File: config.mk
export PLATFORM = sky130hd
export DESIGN_NAME = nvpage_wr_ctrl
export DESIGN_NICKNAME = d
export VERILOG_FILES = /design/src/rtl/nvpw_pkg.sv /design/src/rtl/nvpw_page_buffer.sv /design/src/rtl/nvpw_commit_seq.sv /design/src/rtl/nvpw_array.sv /design/src/rtl/nvpage_wr_ctrl.sv
export SDC_FILE = /design/constraint.sdc
export NUM_CORES = 1
export LEC_CHECK = 0
export CAP_MARGIN = 15
export CORE_MARGIN = 3
export CORE_UTILIZATION = 51
export DETAILED_ROUTE_END_ITERATION = 8
export DONT_BUFFER_PORTS = 1
export PLACE_DENSITY = 0.7
export SYNTH_ARGS = -nofsm -noshare
export SYNTH_HDL_FRONTEND = slang
export SYNTH_SLANG_ARGS = --single-unit
File: constraint.sdc
create_clock -name clk -period 3.5 [get_ports clk]
set_clock_uncertainty 0.05 [all_clocks]
set_input_delay 0.7 -clock clk [delete_from_list [all_inputs] [get_ports clk]]
set_output_delay 0.7 -clock clk [all_outputs]
set_load 0.01 [all_outputs]
File: src/rtl/nvpw_pkg.sv
package nvpw_pkg;
    localparam int OFF_W  = 2;
    localparam int PAGE_N = 1 << OFF_W;

    typedef logic [7:0]              byte_t;
    typedef logic [PAGE_N-1:0]       lane_mask_t;
    typedef logic [PAGE_N-1:0][7:0]  page_data_t;
endpackage

File: src/rtl/nvpw_page_buffer.sv
module nvpw_page_buffer
    import nvpw_pkg::*;
#(
    parameter int ADDR_W = 6
) (
    input  logic                      clk,
    input  logic                      rst_n,
    input  logic                      open_i,
    input  logic [ADDR_W-1:0]         open_addr_i,
    input  logic                      wr_i,
    input  byte_t                     wr_data_i,
    input  logic                      wr_vol_i,
    input  logic                      close_i,
    input  logic                      clr_i,
    output logic [ADDR_W-OFF_W-1:0]   base_o,
    output lane_mask_t                mask_o,
    output lane_mask_t                vol_o,
    output page_data_t                data_o
);
    localparam int BASE_W = ADDR_W - OFF_W;

    typedef struct packed {
        logic              active;
        logic [BASE_W-1:0] base;
        logic [OFF_W-1:0]  off;
        lane_mask_t        mask;
        lane_mask_t        vol;
        page_data_t        data;
    } buf_t;

    buf_t s_d, s_q;

    always_comb begin
        s_d = s_q;
        if (open_i) begin
            s_d.active = 1'b1;
            s_d.base   = open_addr_i[ADDR_W-1:OFF_W];
            s_d.off    = open_addr_i[OFF_W-1:0];
            s_d.mask   = '0;
            s_d.vol    = '0;
        end else if (wr_i && s_q.active) begin
            s_d.data[s_q.off] = wr_data_i;
            s_d.vol[s_q.off]  = wr_vol_i;
            s_d.mask[s_q.off] = 1'b1;
            s_d.off           = s_q.off + 1'b1;
        end
        if (close_i) begin
            s_d.active = 1'b0;
        end
        if (clr_i) begin
            s_d.mask = '0;
            s_d.vol  = '0;
        end
    end

    always_ff @(posedge clk or negedge rst_n) begin
        if (!rst_n) begin
            s_q <= '0;
        end else begin
            s_q <= s_d;
        end
    end

    assign base_o = s_q.base;
    assign mask_o = s_q.mask;
    assign vol_o  = s_q.vol;
    assign data_o = s_q.data;

    // the in-page offset wraps from the last lane back to lane 0
    p_offset_wrap_r3: assert property (@(posedge clk) disable iff (!rst_n)
        (wr_i && s_q.active && !open_i && s_q.off == OFF_W'(PAGE_N-1)) |=> (s_q.off == '0));

    // a byte outside an open transaction leaves the buffer untouched
    p_idle_byte_r11: assert property (@(posedge clk) disable iff (!rst_n)
        (wr_i && !s_q.active && !open_i && !clr_i) |=> $stable(s_q.mask));
endmodule

File: src/rtl/nvpw_commit_seq.sv
module nvpw_commit_seq
    import nvpw_pkg::*;
#(
    parameter int WR_CYCLES = 20
) (
    input  logic       clk,
    input  logic       rst_n,
    input  logic       launch_i,
    input  lane_mask_t dly_mask_i,
    output logic       busy_o,
    output logic       done_o,
    output lane_mask_t pend_mask_o
);
    localparam int CNT_W = (WR_CYCLES < 2) ? 1 : $clog2(WR_CYCLES);

    typedef struct packed {
        logic             busy;
        logic [CNT_W-1:0] cnt;
        lane_mask_t       pend;
    } seq_t;

    seq_t s_d, s_q;
    logic done;

    always_comb begin
        s_d  = s_q;
        done = s_q.busy && (s_q.cnt == '0);
        if (s_q.busy) begin
            if (done) begin
                s_d.busy = 1'b0;
                s_d.pend = '0;
            end else begin
                s_d.cnt = s_q.cnt - 1'b1;
            end
        end else if (launch_i && (dly_mask_i != '0)) begin
            s_d.busy = 1'b1;
            s_d.cnt  = CNT_W'(WR_CYCLES - 1);
            s_d.pend = dly_mask_i;
        end
    end

    always_ff @(posedge clk or negedge rst_n) begin
        if (!rst_n) begin
            s_q <= '0;
        end else begin
            s_q <= s_d;
        end
    end

    assign busy_o      = s_q.busy;
    assign done_o      = done;
    assign pend_mask_o = s_q.pend;

    // a launch with delayed lanes raises busy on the next cycle and keeps its lanes
    p_launch_busy_r5: assert property (@(posedge clk) disable iff (!rst_n)
        (launch_i && !s_q.busy && dly_mask_i != '0) |=> (s_q.busy && s_q.pend == $past(dly_mask_i)));

    // busy cannot drop before the countdown reaches zero
    p_busy_span_r5: assert property (@(posedge clk) disable iff (!rst_n)
        (s_q.busy && s_q.cnt != '0) |=> s_q.busy);

    // a launch with nothing to delay never starts a cycle
    p_no_empty_cycle_r6: assert property (@(posedge clk) disable iff (!rst_n)
        (!s_q.busy && dly_mask_i == '0) |=> !s_q.busy);
endmodule

File: src/rtl/nvpw_array.sv
module nvpw_array
    import nvpw_pkg::*;
#(
    parameter int ADDR_W = 6
) (
    input  logic                    clk,
    input  logic                    rst_n,
    input  logic [ADDR_W-OFF_W-1:0] wr_base_i,
    input  lane_mask_t              wr_mask_i,
    input  page_data_t              wr_data_i,
    input  logic [ADDR_W-1:0]       rd_addr_i,
    output byte_t                   rd_data_o
);
    localparam int DEPTH = 1 << ADDR_W;

    typedef struct packed {
        logic [DEPTH-1:0][7:0] mem;
    } arr_t;

    arr_t s_d, s_q;

    always_comb begin
        s_d = s_q;
        for (int ln = 0; ln < PAGE_N; ln++) begin
            if (wr_mask_i[ln]) begin
                s_d.mem[{wr_base_i, OFF_W'(ln)}] = wr_data_i[ln];
            end
        end
    end

    always_ff @(posedge clk or negedge rst_n) begin
        if (!rst_n) begin
            s_q <= '0;
        end else begin
            s_q <= s_d;
        end
    end

    assign rd_data_o = s_q.mem[rd_addr_i];

    // with no lane enabled the array keeps every location
    p_masked_only_r4: assert property (@(posedge clk) disable iff (!rst_n)
        (wr_mask_i == '0) |=> $stable(s_q.mem));
endmodule

File: src/rtl/nvpage_wr_ctrl.sv
module nvpage_wr_ctrl
    import nvpw_pkg::*;
#(
    parameter int ADDR_W    = 6,
    parameter int WR_CYCLES = 20
) (
    input  logic              clk,
    input  logic              rst_n,
    input  logic              txn_start,
    input  logic [ADDR_W-1:0] start_addr,
    input  logic              byte_valid,
    input  logic [7:0]        byte_data,
    input  logic              byte_vol,
    input  logic              txn_stop,
    input  logic              wr_inhibit,
    input  logic [ADDR_W-1:0] rd_addr,
    output logic [7:0]        rd_data,
    output logic              busy,
    output logic              reject
);
    localparam int BASE_W = ADDR_W - OFF_W;

    logic              open_ok, wr_ok, close_ok, launch, done, clr;
    logic [BASE_W-1:0] buf_base;
    lane_mask_t        buf_mask, buf_vol, imm_mask, dly_mask, pend_mask, arr_mask;
    page_data_t        buf_data;

    always_comb begin
        open_ok  = txn_start  && !busy;
        wr_ok    = byte_valid && !busy;
        close_ok = txn_stop   && !busy;
        launch   = close_ok && (buf_mask != '0);
        imm_mask = buf_mask & buf_vol & {PAGE_N{wr_inhibit}};
        dly_mask = buf_mask & ~imm_mask;
        if (launch) begin
            arr_mask = imm_mask;
        end else if (done) begin
            arr_mask = pend_mask;
        end else begin
            arr_mask = '0;
        end
        clr    = (close_ok && dly_mask == '0) || done;
        reject = busy && (txn_start || byte_valid);
    end

    nvpw_page_buffer #(.ADDR_W(ADDR_W)) u_buf (
        .clk         (clk),
        .rst_n       (rst_n),
        .open_i      (open_ok),
        .open_addr_i (start_addr),
        .wr_i        (wr_ok),
        .wr_data_i   (byte_data),
        .wr_vol_i    (byte_vol),
        .close_i     (close_ok),
        .clr_i       (clr),
        .base_o      (buf_base),
        .mask_o      (buf_mask),
        .vol_o       (buf_vol),
        .data_o      (buf_data)
    );

    nvpw_commit_seq #(.WR_CYCLES(WR_CYCLES)) u_seq (
        .clk         (clk),
        .rst_n       (rst_n),
        .launch_i    (launch),
        .dly_mask_i  (launch ? dly_mask : '0),
        .busy_o      (busy),
        .done_o      (done),
        .pend_mask_o (pend_mask)
    );

    nvpw_array #(.ADDR_W(ADDR_W)) u_arr (
        .clk       (clk),
        .rst_n     (rst_n),
        .wr_base_i (buf_base),
        .wr_mask_i (arr_mask),
        .wr_data_i (buf_data),
        .rd_addr_i (rd_addr),
        .rd_data_o (rd_data)
    );

    // bytes offered while busy must not alter the held page
    p_busy_hold_r9: assert property (@(posedge clk) disable iff (!rst_n)
        (busy && !done) |=> $stable(buf_mask) && $stable(buf_data));

    // STOP with an empty buffer keeps busy low
    p_empty_stop_r6: assert property (@(posedge clk) disable iff (!rst_n)
        (txn_stop && !busy && buf_mask == '0) |=> !busy);

    // inhibit with only volatile-backed lanes needs no cycle
    p_inh_nodelay_r7: assert property (@(posedge clk) disable iff (!rst_n)
        (txn_stop && !busy && wr_inhibit && (buf_mask & ~buf_vol) == '0) |=> !busy);

    // the buffer is empty again once the cycle ends
    p_clear_after_commit_r5: assert property (@(posedge clk) disable iff (!rst_n)
        $fell(busy) |-> (buf_mask == '0));
endmodule

---- Word level (Yosys, flattened, before mapping) ----
Index checks and enable logic that the tools add are counted.
storage, ports and cells
  register bits after elaboration ......... 569
  input port bits ......................... 27
  output and inout port bits .............. 10
  word-level logic and storage cells ...... 162
cells by class
  add/sub/neg operators ................... 2
  order comparisons ....................... 11
  eq/ne operators ......................... 2
  mux-type cells .......................... 37
  bitwise gates (word level) .............. 6
  reductions and logical operators ........ 28
operators by type and width
  operator               number
  $bwmux W512            4
  $mux W512              4
  $demux W8 S4           4
  $mux W8                7
  $bmux W8 S6            1
  $mux W42               1
  $lt A6 B7 Y1 const B   5
  $bwmux W32             1
  $mux W10               3
  $ge A6 B1 Y1 const B   4
  $demux W8 S2           1
  $mux W4                4
  $logic_and A1 B1 Y1    14
  $and A4 B4 Y4          3
  $mux W5                2
  $reduce_bool A4 Y1     2
  $reduce_and A2 Y1      3
  $reduce_bool A2 Y1     3
  $logic_not A5 Y1       1
  $sub A5 B1 Y5 const B  1
  $bwmux W4              1
  $logic_not A4 Y1       1
  $ne A2 B2 Y1 const B   2
  $not A4 Y4             1
  10 further kinds       13

---- Logic depth before layout (Yosys ltp) ----
Gate-level depths: netlist (run 1).
  depth after elaboration ................. 12
  gate-level depth with buffers ........... 9
  depth with buffers taken out ............ 7

---- By module ----
From an unflattened synthesis (run 1), not the netlist that was laid out.
unflattened totals
  cells, all modules ...................... 1728
  area, all modules ....................... 26376.5 µm²
by module, submodules not included
  module            instances  cells each  area each (µm²)  sequential area each (µm²)
  nvpw_array        1          1469        23308.6          12812.3
  nvpw_page_buffer  1          172         2308.5           1176.1
  nvpw_commit_seq   1          52          546.8            250.2
  nvpage_wr_ctrl    1          35          212.7            0.0

---- Worst setup path before layout (run 1) ----
Ideal clock, no wire load.
  kind .................................... input-to-output
  start ................................... input port rd_addr[0]
  end ..................................... output port rd_data[2]
  arrival time ............................ 2.410 ns
  data required time ...................... 2.750 ns
  path slack .............................. 0.340 ns
  stages .................................. 7
  path buffers ............................ 3
  path through ............................ buf_4 > buf_4 > buf_2 > mux4_2 > mux2_2 > a21oi_1 > o21ai_0
between the ends
  longest elaborated chain between the ends .. 2
ends and longest elaborated chain
  element                        line                  RTL
  start: declaration             nvpage_wr_ctrl.sv:16  input logic [ADDR_W-1:0] rd_addr,
  $bmux W8 S6                    nvpw_array.sv:39      assign rd_data_o = s_q.mem[rd_addr_i];
  $mux W8 (implied by the code)  nvpw_array.sv:39
  end: declaration               nvpage_wr_ctrl.sv:17  output logic [7:0] rd_data,
No other way between the ends. The select of a mux whose other input is x is not followed.

---- Worst setup path in the final report (run 1) ----
  start ................................... register u_arr.s_q[487] (netlist name)
  end ..................................... output port rd_data[7]
between the ends
  longest elaborated chain between the ends .. 2
ends and longest elaborated chain
  element                        line              RTL
  start: declaration             nvpw_array.sv:20  arr_t s_d, s_q;
  start signal: assignment       nvpw_array.sv:33  s_q <= '0;
  start signal: assignment       nvpw_array.sv:35  s_q <= s_d;
  $bmux W8 S6                    nvpw_array.sv:39
  $mux W8 (implied by the code)  nvpw_array.sv:39
No other way between the ends. The select of a mux whose other input is x is not followed.

==> results of run 1 <==
==> cells in the final DEF, fill, tap and decap left out, drive strengths merged, types with 14 or more instances in the layout <==
| cell type | n |
|---|---|
| o21ai | 23 |
| inv | 14 |
| mux2i | 26 |
| buf | 44 |
| o22ai | 21 |
| nand2 | 36 |
| a21oi | 19 |
| mux2 | 566 |
| mux4 | 125 |
| nor2 | 79 |
| dfrtp | 569 |
| clkbuf | 87 |
==> final timing paths <==
| check | startpoint | end | slack (ps) | cells after the start |
|---|---|---|---|---|
| worst max-delay path | u_arr.s_q[487]$_DFFE_PN0P_ | rd_data[7] | 190 | 5 |
| worst min-delay path | rst_n | u_arr.s_q[481]$_DFFE_PN0P_ | -250 | 0 |
| worst max register to register | u_seq.busy_o$_DFF_PN0_ | u_arr.s_q[277]$_DFFE_PN0P_ | 620 | 6 |
| worst min register to register | u_arr.s_q[261]$_DFFE_PN0P_ | u_arr.s_q[261]$_DFFE_PN0P_ | 430 | 1 |
| max in group asynchronous | rst_n | u_arr.s_q[339]$_DFFE_PN0P_ | 2070 | 0 |
| min in group clk | start_addr[1] | u_buf.s_q[41]$_DFFE_PN0P_ | 150 | 2 |
==> state kept, by name, summed over array words and instances, names as in the netlist <==
name,flops
u_buf.mask_o,4
u_seq.s_q,5
u_arr.s_q,512
u_seq.busy_o,1
u_buf.data_o,32
u_buf.s_q,3
u_seq.pend_mask_o,4
u_buf.base_o,4
u_buf.vol_o,4
==> kinds of logic (layout without fill, tap and decap cells) <==
family	after synthesis	in the layout	share of synthesized area, %
flip-flops	569	569	52.97
adder cells (fa/ha/maj)	6	6	0.2793
other	0	1	0
buffers and inverters	93	166	1.773
multiplexers	717	717	36.71
XOR/XNOR	5	5	0.1629
AND/OR/NAND/NOR	161	161	5.357
AO/OA/AOI/OAI	102	102	2.746
==> area by class of cell <==
cell class                 count  area [um^2]  area share [%]
antenna                        1        2.502        0.008410
timing repair buffer          44        380.4           1.278
sequential                   569        14240           47.86
multi-input combinational    991        12170           40.89
clock inverter                24        339.1           1.140
tap                          680        850.8           2.860
inverter                      11        41.29          0.1388
clock buffer                  87         1734           5.828
==> metal layers <==
metal,up-vias,track usage [%]
li1,6260,-
met1,8430,38.31
met2,480,40.69
met3,127,4.323
met4,0,7.909
met5,-,0
==> power groups by stage <==
| stage | Combinational (mW) | Clock, mW | Sequential, mW |
|---|---|---|---|
| floorplan | 0.754 | 0 | 7.00 |
| global placement | 0.917 | 0 | 7.60 |
| detailed placement | 0.933 | 0 | 7.61 |
| CTS | 0.935 | 6.80 | 7.48 |
| global route | 0.981 | 7.08 | 7.51 |
| finish | 0.950 | 6.71 | 7.52 |
==> cell usage after synthesis, types with 10 or more instances <==
cell type  count
nor2_8        41
a21oi_1       19
buf_2         20
buf_4         10
nor2_1        14
a211oi_1      10
clkbuf_1      44
mux4_2       125
o21ai_0       22
mux2_4       112
nor2_2        24
o22ai_1       21
nand2_1       36
mux2_1        28
nand3_1       13
mux2i_1       26
mux2_2       426
inv_1         11
dfrtp_1      569
==> critical path, cell delays in order, from the launching register on <==
cell and delay (ps):
dfrtp_1 410, mux4_2 480, mux2_2 310, o21ai_0 280
a211oi_1 150, a21o_1 300
==> stage by stage <==
| stage | cell area (um^2) | hold slack (ps) |
|---|---|---|
| global placement | 27680 | 398.0 |
| CTS | 29750 | -271.3 |
| floorplan | 26880 | 354.4 |
| detailed placement | 27680 | 398.6 |
| global route | 29750 | -268.9 |
| finish | 29750 | -248.4 |
==> impl_metrics.prom, run 1 <==
# TYPE chip_impl_metric gauge
chip_impl_metric{name="antenna_violating_nets_post_route",unit=""} 0
chip_impl_metric{name="synth.top_cell.area_share",unit="%"} 52.97
chip_impl_metric{name="layout-drive-gt1-share",unit="%"} 50.75
chip_impl_metric{name="post-cts-setup-buffer-count",unit=""} 0
chip_impl_metric{name="synthesis.instances",unit=""} 1653
chip_impl_metric{name="post_drt_via_cell_ratio",unit=""} 6.355
chip_impl_info{name="timing.critical_path.from_type",value="flip-flop"} 1
chip_impl_metric{name="synth.distinct_cells",unit=""} 49
chip_impl_metric{name="detail_route.first_pass.iterations",unit=""} 5
chip_impl_metric{name="comb_power_share",unit="%"} 6.3
chip_impl_metric{name="routed-via-count",unit=""} 15300
chip_impl_metric{name="antenna_found_initial",unit=""} 3
chip_impl_metric{name="tritoncts_num_sinks",unit=""} 569
chip_impl_metric{name="worst_slew_margin_relative_to_its_limit",unit="%"} -34.74
chip_impl_metric{name="grt_start_max_net_pins",unit=""} 570
chip_impl_metric{name="initial_core_util",unit="%"} 51.98
chip_impl_metric{name="num_rows",unit=""} 83
chip_impl_metric{name="timing.final.crit_share",unit="%"} 94.59
chip_impl_metric{name="postRouteWirelength",unit="um"} 72540
chip_impl_metric{name="met2RoutedLength",unit="um"} 34030
chip_impl_metric{name="areaGrowthSynthToFinish",unit="%"} 10.68
chip_impl_metric{name="share_clk_of_total_power",unit="%"} 44.2
chip_impl_metric{name="io_buffers",unit=""} 0
chip_impl_metric{name="track_usage",unit="%"} 26.21
chip_impl_metric{name="drc",unit=""} 0
chip_impl_metric{name="final.setup.tns",unit="ps"} 0
chip_impl_metric{name="finalWorstSetupSlack",unit="ps"} 189.5
chip_impl_metric{name="insertion_delay",unit="ps"} 620
chip_impl_metric{name="cts_made_buffers",unit=""} 60
chip_impl_info{name="yosys.area.top_type",value="dfrtp_1"} 1
chip_impl_metric{name="gpl.final_weighted_congestion",unit=""} 0.8410
chip_impl_metric{name="h-tree-depth",unit=""} 2
chip_impl_metric{name="min_period",unit="ps"} 3310
chip_impl_info{name="cts_tree",value="yes"} 1
chip_impl_metric{name="layoutNonFillerInstCount",unit=""} 2407
chip_impl_info{name="ys_dominant_reg_cell",value="dfrtp_1"} 1
chip_impl_metric{name="synth_nets",unit=""} 1686
chip_impl_metric{name="power.internal",unit="mW"} 11.07
chip_impl_metric{name="postSynthAreaPerCell",unit="um^2"} 16.26
chip_impl_metric{name="design_power_total",unit="mW"} 15.17
chip_impl_metric{name="swShare",unit="%"} 27.06
chip_impl_metric{name="clkSlewWorstSetupHoldPaths",unit="ps"} 60
chip_impl_metric{name="vias_in_the_first_global_route",unit=""} 15950
chip_impl_metric{name="layout.core_utilization",unit="%"} 57.53
chip_impl_info{name="route.top_layer_used",value="met4"} 1
chip_impl_metric{name="clk_path_buf_depth",unit=""} 3
chip_impl_metric{name="met1Wirelength",unit="um"} 32130
chip_impl_metric{name="maximum_fanout_count_along_the_critical_path",unit=""} 2
chip_impl_metric{name="holdWs",unit="ps"} -248.4
chip_impl_metric{name="post-place-ws",unit="ps"} 383.4
chip_impl_info{name="clockRootBuffer",value="clkbuf_16"} 1
chip_impl_metric{name="setup-violations-final",unit=""} 0
chip_impl_info{name="ys_top_cells_by_area",value="dfrtp_1 (53%), mux2_2 (18%), mux4_2 (10%), mux2_4 (6.3%), nor2_8 (3.1%)"} 1
chip_impl_metric{name="die_width",unit="um"} 235.6
chip_impl_metric{name="total_number_of_yosys_warnings",unit=""} 0
chip_impl_metric{name="ys_ff_latch",unit=""} 569
chip_impl_info{name="crit_path_end_kind",value="output port"} 1
chip_impl_info{name="path_class",value="reg -> out"} 1
chip_impl_metric{name="report.final.slew_viol_count",unit=""} 251
chip_impl_info{name="outcome",value="finished, violations left"} 1
chip_impl_metric{name="design.final.nets",unit=""} 1710
chip_impl_metric{name="grt_pass1_wl",unit="um"} 108600
chip_impl_metric{name="synthArstFlopShare",unit="%"} 100.0
chip_impl_metric{name="maxCapViolCount",unit=""} 0
chip_impl_info{name="setup_repair_after_global_routing_missed_its_margin",value="no"} 1
chip_impl_metric{name="synth_enable_flop_cells",unit=""} 0
chip_impl_metric{name="synth-seq-area-share",unit="%"} 52.97
chip_impl_metric{name="final-hold-violation-count",unit=""} 141
chip_impl_metric{name="num-fill-cells",unit=""} 3996
chip_impl_metric{name="dp_cells",unit=""} 2295
chip_impl_metric{name="worst_ep_arrival_time",unit="ps"} 2560
chip_impl_metric{name="achievable-frequency",unit="MHz"} 302.1
chip_impl_metric{name="vdd_drop_max",unit="uV"} 611.3
chip_impl_metric{name="coreArea",unit="um^2"} 51720
chip_impl_metric{name="data_required_critical_path",unit="ps"} 2750
chip_impl_metric{name="first_iter_violations",unit=""} 1591
chip_impl_metric{name="p_per_area",unit="nW/um^2"} 510.0
chip_impl_metric{name="cts-resized-gates",unit=""} 0
chip_impl_info{name="failing_checks",value="hold timing, slew limit"} 1
chip_impl_metric{name="netSwitchingPower",unit="mW"} 4.107
chip_impl_metric{name="timing_worst_slew_pin_value",unit="ps"} 2021
chip_impl_metric{name="ioPinCount",unit=""} 37
chip_impl_metric{name="grt.overflow.total",unit=""} 0
chip_impl_metric{name="p_leak",unit="nW"} 14.86
chip_impl_metric{name="met3_wirelength",unit="um"} 4149
chip_impl_metric{name="dp_hpwl",unit="um"} 43810
chip_impl_metric{name="die-height",unit="um"} 235.6
chip_impl_info{name="timing.hold.worst.class",value="in -> async"} 1
chip_impl_metric{name="seq_power_share",unit="%"} 49.6
chip_impl_metric{name="die_footprint",unit="um^2"} 55500
chip_impl_metric{name="post_synth_instance_area",unit="um^2"} 26880
chip_impl_metric{name="routed_wire_length_per_instance",unit="um"} 30.14
Note: power is estimated with default switching activity, not from simulation.
==> run 2, diff against run 1 <==
--- a/config.mk
+++ b/config.mk
@@ -6,11 +6,13 @@
 export NUM_CORES = 1
 export LEC_CHECK = 0
 export CAP_MARGIN = 15
+export CELL_PAD_IN_SITES_DETAIL_PLACEMENT = 0
+export CELL_PAD_IN_SITES_GLOBAL_PLACEMENT = 1
 export CORE_MARGIN = 3
 export CORE_UTILIZATION = 51
 export DETAILED_ROUTE_END_ITERATION = 8
 export DONT_BUFFER_PORTS = 1
-export PLACE_DENSITY = 0.7
+export PLACE_DENSITY = 0.79
 export SYNTH_ARGS = -nofsm -noshare
 export SYNTH_HDL_FRONTEND = slang
 export SYNTH_SLANG_ARGS = --single-unit
==> run 2 against run 1 <==
  * The run still ends with hold timing, slew limit left
  * Core utilization shrank 0.27 points
  * Sequential power grew 1%
  * Non-clock buffer count shrank 3
  * Final area shrank 0.47%
  * Via count shrank 0.48%
  * Count of clock-buffer cells in the layout grew 6
  * Register-to-register slack gained 30 ps
  * First-iteration DRC count shrank 21%
  * Critical path depth shrank 1
  * Sequential share of layout area grew 0.23 points
  * Worst hold slack lost 12 ps
  * Total power shrank 2.4%
==> impl_metrics.prom, run 2 (synthesis results as in run 1) <==
# TYPE chip_impl_metric gauge
chip_impl_metric{name="coreArea",unit="um^2"} 51720
chip_impl_info{name="regMostFlops",value="u_arr.s_q"} 1
chip_impl_metric{name="first_iter_violations",unit=""} 1262
chip_impl_metric{name="detail_route.first_pass.iterations",unit=""} 5
chip_impl_metric{name="achievable-frequency",unit="MHz"} 303.4
chip_impl_metric{name="layout-drive-gt1-share",unit="%"} 50.58
chip_impl_metric{name="maximum_fanout_count_along_the_critical_path",unit=""} 2
chip_impl_info{name="path_class",value="reg -> out"} 1
chip_impl_metric{name="vdd_drop_max",unit="uV"} 408.3
chip_impl_metric{name="postRouteWirelength",unit="um"} 73660
chip_impl_metric{name="routed-via-count",unit=""} 15220
chip_impl_metric{name="grt_start_max_net_pins",unit=""} 570
chip_impl_metric{name="initial_core_util",unit="%"} 51.98
chip_impl_metric{name="insertion_delay",unit="ps"} 630
chip_impl_info{name="setup_repair_after_global_routing_missed_its_margin",value="no"} 1
chip_impl_metric{name="grt.overflow.total",unit=""} 0
chip_impl_metric{name="min_period",unit="ps"} 3296
chip_impl_metric{name="post_drt_via_cell_ratio",unit=""} 6.338
chip_impl_metric{name="setup-violations-final",unit=""} 0
chip_impl_metric{name="clk_path_buf_depth",unit=""} 3
chip_impl_metric{name="worst_slew_margin_relative_to_its_limit",unit="%"} -26.97
chip_impl_metric{name="design.final.nets",unit=""} 1706
chip_impl_info{name="outcome",value="finished, violations left"} 1
chip_impl_info{name="mostFrequentLayoutCell",value="dfrtp_1"} 1
chip_impl_info{name="crit_path_end_kind",value="output port"} 1
chip_impl_metric{name="antenna_violating_nets_post_route",unit=""} 0
chip_impl_metric{name="die-height",unit="um"} 235.6
chip_impl_metric{name="routed_wire_length_per_instance",unit="um"} 30.67
chip_impl_metric{name="ioPinCount",unit=""} 37
chip_impl_info{name="timing.critical_path.from_type",value="flip-flop"} 1
chip_impl_metric{name="grt_pass1_wl",unit="um"} 109800
chip_impl_info{name="cts_tree",value="yes"} 1
chip_impl_metric{name="die_width",unit="um"} 235.6
chip_impl_metric{name="clkSlewWorstSetupHoldPaths",unit="ps"} 60
chip_impl_metric{name="n_antenna_cell",unit=""} 0
chip_impl_metric{name="critical-path-max-stage-delay",unit="ps"} 510
chip_impl_info{name="commonest_cells_after_routing_fill_and_taps_aside",value="dfrtp_1 (569), mux2_2 (426), mux4_2 (125)"} 1
chip_impl_metric{name="maxCapViolCount",unit=""} 0
chip_impl_metric{name="final.setup.tns",unit="ps"} 0
chip_impl_metric{name="timing.final.crit_share",unit="%"} 94.17
chip_impl_metric{name="report.final.slew_viol_count",unit=""} 215
chip_impl_metric{name="areaGrowthSynthToFinish",unit="%"} 10.16
chip_impl_metric{name="holdWs",unit="ps"} -260.4
chip_impl_metric{name="dp_hpwl",unit="um"} 44810
chip_impl_metric{name="tritoncts_num_sinks",unit=""} 569
chip_impl_metric{name="gpl.final_weighted_congestion",unit=""} 0.8703
chip_impl_info{name="cell_type_group_with_the_largest_total_delay_on_the_critical_path",value="multiplexers"} 1
chip_impl_metric{name="track_usage",unit="%"} 26.71
chip_impl_metric{name="worst_ep_arrival_time",unit="ps"} 2550
chip_impl_info{name="clockRootBuffer",value="clkbuf_16"} 1
chip_impl_metric{name="h-tree-depth",unit=""} 2
chip_impl_info{name="slowest_stage",value="mux4_2"} 1
chip_impl_metric{name="num_rows",unit=""} 83
chip_impl_metric{name="timing_worst_slew_pin_value",unit="ps"} 1905
chip_impl_metric{name="final-hold-violation-count",unit=""} 153
chip_impl_info{name="crit_path_cell_trace",value="mux4_2 -> mux2_2 -> a21oi_1 -> o21ai_0"} 1
chip_impl_metric{name="data_required_critical_path",unit="ps"} 2750
chip_impl_metric{name="p_per_area",unit="nW/um^2"} 500.0
chip_impl_metric{name="drc",unit=""} 0
chip_impl_metric{name="num-fill-cells",unit=""} 3989
chip_impl_info{name="timing.hold.worst.class",value="in -> async"} 1
chip_impl_metric{name="cts_made_buffers",unit=""} 59
chip_impl_metric{name="critPathBufInv",unit=""} 0
chip_impl_metric{name="vias_in_the_first_global_route",unit=""} 16090
chip_impl_metric{name="io_buffers",unit=""} 0
chip_impl_metric{name="p_leak",unit="nW"} 14.79
chip_impl_metric{name="die_footprint",unit="um^2"} 55500
chip_impl_metric{name="post-cts-setup-buffer-count",unit=""} 0
chip_impl_metric{name="largest_register_ffs",unit=""} 512
chip_impl_metric{name="antenna_found_initial",unit=""} 8
chip_impl_info{name="failing_checks",value="hold timing, slew limit"} 1
chip_impl_metric{name="cts-resized-gates",unit=""} 0
-- run 2: power by group --
group	internal, mW	switching, mW	total (mW)
Clock	3.66	2.66	6.32
Sequential	6.71	0.888	7.60
Combinational	0.344	0.549	0.894
-- run 2: stage by stage --
| step | instances | total power [mW] | setup WS, ps | utilization [%] | instance area, um^2 |
|---|---|---|---|---|---|
| final | 2402 | 14.81 | 204.1 | 57.26 | 29610 |
| after global routing | 2402 | 15.22 | 113.9 | 57.26 | 29610 |
| after CTS | 2402 | 14.89 | 233.5 | 57.26 | 29610 |
| after detailed placement | 2292 | 8.563 | 499.1 | 53.47 | 27660 |
| after global placement | 2292 | 8.540 | 515.2 | 53.47 | 27660 |
| after floorplan | 1653 | 7.757 | 340.0 | - | 26880 |
-- run 2: routing by layer --
| metal | wire (um) | vias up | global-route usage, % |
|---|---|---|---|
| met5 | 43 | - | 0 |
| met1 | 31410 | 8309 | 37.06 |
| li1 | - | 6241 | - |
| met3 | 5715 | 154 | 7.908 |
| met4 | 2804 | 6 | 9.864 |
| met2 | 33680 | 514 | 40.15 |
-- run 2: final timing paths --
kind / cells past startpoint / slack [ps] / to / startpoint
worst min register to register: 1 / 430 / u_arr.s_q[278]$_DFFE_PN0P_ / u_arr.s_q[278]$_DFFE_PN0P_
worst min-delay path: 0 / -260 / u_arr.s_q[157]$_DFFE_PN0P_ / rst_n
worst max register to register: 9 / 650 / u_arr.s_q[434]$_DFFE_PN0P_ / u_seq.s_q[4]$_DFFE_PN0P_
max in group asynchronous: 0 / 2150 / u_arr.s_q[368]$_DFFE_PN0P_ / rst_n
min in group clk: 2 / 140 / u_buf.s_q[41]$_DFFE_PN0P_ / start_addr[1]
worst max-delay path: 4 / 200 / rd_data[3] / u_arr.s_q[435]$_DFFE_PN0P_
-- run 2: layout make-up --
class | instances | area, um^2 | share of cell area (%)
clock inverter | 17 | 162.7 | 0.5493
inverter | 11 | 41.29 | 0.1394
clock buffer | 93 | 1795 | 6.063
tap | 680 | 850.8 | 2.873
multi-input combinational | 991 | 12170 | 41.09
timing repair buffer | 41 | 357.8 | 1.208
sequential | 569 | 14240 | 48.08
-- run 2: worst reg2reg max path, delay by kind of cell, from the launching register on --
family	cells	cell delay, ps
multiplexers	1	330
adder cells (fa/ha/maj)	1	150
flip-flops	1	390
AND/OR/NAND/NOR	3	970
buffers and inverters	3	610
AO/OA/AOI/OAI	1	220
==> run 3, diff against run 2 <==
==> constraint.sdc (replaced) <==
create_clock -name clk -period 3.5 [get_ports clk]
set_clock_uncertainty 0.05 [all_clocks]
set_input_delay 0.7 -clock clk [delete_from_list [all_inputs] [get_ports clk]]
set_output_delay 0.7 -clock clk [all_outputs]
set_load 0.05 [all_outputs]
==> run 3 against run 2 <==
  * The flow finishes with violations (hold timing, slew limit, setup timing)
  * Final area grew 0.19%
  * Sequential share of layout area down 0.089 points
  * Non-clock buffer count up 6
  * Combinational power increased by 12%
  * Count of clock-buffer cells in the layout is 6 lower
  * First-iteration DRC count increased by 1.1%
  * Die area unchanged
  * Total power grew 1.1%
  * Global-route usage increased by 0.36 points
  * Critical path depth rose by 1
  * Worst hold slack worse by 14 ps
  * Critical endpoint is now rd_data[7]
  * Largest cell class unchanged
  * Highest routed layer unchanged
==> impl_metrics.prom, run 3 (synthesis results as in run 1) <==
# TYPE chip_impl_metric gauge
chip_impl_metric{name="num_rows",unit=""} 83
chip_impl_metric{name="p_leak",unit="nW"} 14.80
chip_impl_info{name="timing.critical_path.from_type",value="primary input"} 1
chip_impl_metric{name="tritoncts_num_sinks",unit=""} 569
chip_impl_metric{name="detail_route.first_pass.iterations",unit=""} 6
chip_impl_metric{name="setup-violations-final",unit=""} 3
chip_impl_metric{name="io_buffers",unit=""} 0
chip_impl_metric{name="die_footprint",unit="um^2"} 55500
chip_impl_metric{name="timing_worst_slew_pin_value",unit="ps"} 3115
chip_impl_metric{name="layout-drive-gt1-share",unit="%"} 50.67
chip_impl_metric{name="drc",unit=""} 0
chip_impl_metric{name="critical-path-max-stage-delay",unit="ps"} 580
chip_impl_info{name="crit_path_end_kind",value="output port"} 1
chip_impl_info{name="path_class",value="in -> out"} 1
chip_impl_info{name="cell_type_group_with_the_largest_total_delay_on_the_critical_path",value="compound AO/OA/AOI/OAI gates"} 1
chip_impl_metric{name="design_power_total",unit="mW"} 14.97
chip_impl_metric{name="coreArea",unit="um^2"} 51720
chip_impl_metric{name="clk_path_buf_depth",unit=""} 3
chip_impl_metric{name="final-hold-violation-count",unit=""} 121
chip_impl_metric{name="maxCapViolCount",unit=""} 0
chip_impl_metric{name="initial_core_util",unit="%"} 51.98
chip_impl_info{name="timing.hold.worst.class",value="in -> async"} 1
chip_impl_metric{name="critPathBufInv",unit=""} 1
chip_impl_info{name="commonest_cells_after_routing_fill_and_taps_aside",value="dfrtp_1 (569), mux2_2 (426), mux4_2 (125)"} 1
chip_impl_metric{name="antenna_found_initial",unit=""} 5
chip_impl_metric{name="clkSlewWorstSetupHoldPaths",unit="ps"} 60
chip_impl_metric{name="layout.area.seq",unit="um^2"} 14240
chip_impl_metric{name="maximum_fanout_count_along_the_critical_path",unit=""} 128
chip_impl_metric{name="postRouteWirelength",unit="um"} 74510
chip_impl_metric{name="track_usage",unit="%"} 27.06
chip_impl_metric{name="grt_start_max_net_pins",unit=""} 570
chip_impl_metric{name="seq_power_share",unit="%"} 50.9
chip_impl_metric{name="grt_pass1_wl",unit="um"} 110400
chip_impl_metric{name="post-cts-setup-buffer-count",unit=""} 0
chip_impl_metric{name="num-fill-cells",unit=""} 4052
chip_impl_metric{name="holdWs",unit="ps"} -274.1
chip_impl_metric{name="die_width",unit="um"} 235.6
chip_impl_metric{name="largest_register_ffs",unit=""} 512
chip_impl_metric{name="power.internal",unit="mW"} 10.83
chip_impl_metric{name="h-tree-depth",unit=""} 2
chip_impl_metric{name="data_required_critical_path",unit="ps"} 2750
chip_impl_metric{name="multi_input_area",unit="um^2"} 12170
chip_impl_metric{name="routed-via-count",unit=""} 15290
chip_impl_info{name="failing_checks",value="hold timing, slew limit, setup timing"} 1
chip_impl_info{name="cts_tree",value="yes"} 1
chip_impl_metric{name="p_per_area",unit="nW/um^2"} 504.6
chip_impl_metric{name="insertion_delay",unit="ps"} 630
chip_impl_metric{name="antenna_violating_nets_post_route",unit=""} 0
chip_impl_info{name="crit_path_cell_trace",value="mux4_2 -> o22ai_1 -> a211oi_1 -> a21o_1 -> buf_4"} 1
chip_impl_info{name="regMostFlops",value="u_arr.s_q"} 1
chip_impl_info{name="mostFrequentLayoutCell",value="dfrtp_1"} 1
chip_impl_metric{name="worst_ep_arrival_time",unit="ps"} 2820
chip_impl_metric{name="vias_in_the_first_global_route",unit=""} 16170
chip_impl_metric{name="routed_wire_length_per_instance",unit="um"} 30.99
chip_impl_metric{name="netSwitchingPower",unit="mW"} 4.140
chip_impl_info{name="outcome",value="finished, violations left"} 1
chip_impl_metric{name="swShare",unit="%"} 27.66
chip_impl_metric{name="die-height",unit="um"} 235.6
chip_impl_metric{name="gpl.final_weighted_congestion",unit=""} 0.8683
chip_impl_metric{name="cts_made_buffers",unit=""} 58
chip_impl_metric{name="report.final.slew_viol_count",unit=""} 428
chip_impl_metric{name="vdd_drop_max",unit="uV"} 528.7
chip_impl_metric{name="worst_slew_margin_relative_to_its_limit",unit="%"} -107.6
chip_impl_metric{name="first_iter_violations",unit=""} 1276
chip_impl_metric{name="post-place-ws",unit="ps"} 299.3
chip_impl_metric{name="comb_power_share",unit="%"} 6.7
chip_impl_metric{name="design.final.nets",unit=""} 1711
chip_impl_metric{name="areaGrowthSynthToFinish",unit="%"} 10.37
chip_impl_metric{name="share_clk_of_total_power",unit="%"} 42.4
chip_impl_info{name="slowest_stage",value="mux4_2"} 1
chip_impl_metric{name="timing.final.crit_share",unit="%"} 102.1
chip_impl_info{name="setup_repair_after_global_routing_missed_its_margin",value="no"} 1
chip_impl_metric{name="ioPinCount",unit=""} 37
chip_impl_metric{name="min_period",unit="ps"} 3574
chip_impl_metric{name="grt.overflow.total",unit=""} 0
chip_impl_info{name="clockRootBuffer",value="clkbuf_16"} 1
chip_impl_metric{name="finalWorstSetupSlack",unit="ps"} -73.97
chip_impl_metric{name="post_drt_via_cell_ratio",unit=""} 6.361
chip_impl_metric{name="achievable-frequency",unit="MHz"} 279.8
chip_impl_metric{name="dp_hpwl",unit="um"} 44710
run 3: cell type report:
class,instances,share of cell area [%]
Antenna cell,1,0.008435
Clock buffer,87,5.735
Clock inverter,18,0.8139
Inverter,11,0.1392
Multi-Input combinational cell,991,41.01
Sequential cell,569,47.99
Tap cell,680,2.868
Timing Repair Buffer,47,1.430
run 3: power groups by stage:
stage               clock (mW)  sequential [mW]  combinational (mW)
floorplan                    0             7.01               0.786
global placement             0             7.77               0.830
detailed placement           0             7.75               0.913
CTS                       6.45             7.63               0.917
global route              6.71             7.61                1.04
finish                    6.35             7.62               0.999
run 3: routing by layer:
layer	global-route usage [%]	up-vias	routed length (um)
met1	38.04	8324	31710
li1	-	6253	-
met3	6.080	141	5448
met5	0	-	14
met4	9.440	2	2485
met2	41.89	571	34850
run 3: stage by stage:
step | hold slack [ps] | util, % | setup TNS (ps) | area (um^2) | instances
global placement | 378.0 | 53.41 | 0 | 27620 | 2294
floorplan | 354.4 | - | 0 | 26880 | 1653
detailed placement | 369.0 | 53.51 | 0 | 27680 | 2296
global route | -289.7 | 57.36 | 0 | 29670 | 2403
CTS | -298.1 | 57.27 | 0 | 29620 | 2401
finish | -274.1 | 57.37 | -130.3 | 29670 | 2404
run 3: worst paths after layout:
kind | startpoint | endpoint | slack (ps) | cells past startpoint
worst max-delay path | rd_addr[1] | rd_data[7] | -70 | 5
worst min-delay path | rst_n | u_arr.s_q[455]$_DFFE_PN0P_ | -270 | 0
worst max register to register | u_seq.s_q[4]$_DFFE_PN0P_ | u_arr.s_q[193]$_DFFE_PN0P_ | 580 | 8
worst min register to register | u_arr.s_q[261]$_DFFE_PN0P_ | u_arr.s_q[261]$_DFFE_PN0P_ | 430 | 1
max in group asynchronous | rst_n | u_buf.mask_o[1]$_DFFE_PN0P_ | 1240 | 0
min in group clk | start_addr[0] | u_buf.s_q[40]$_DFFE_PN0P_ | 140 | 2
run 3: repair_timing:
item | CTS | global route
hold endpoints to repair | 569 | 569
resized for setup | 0 | 3
setup endpoints to repair | 0 | 1
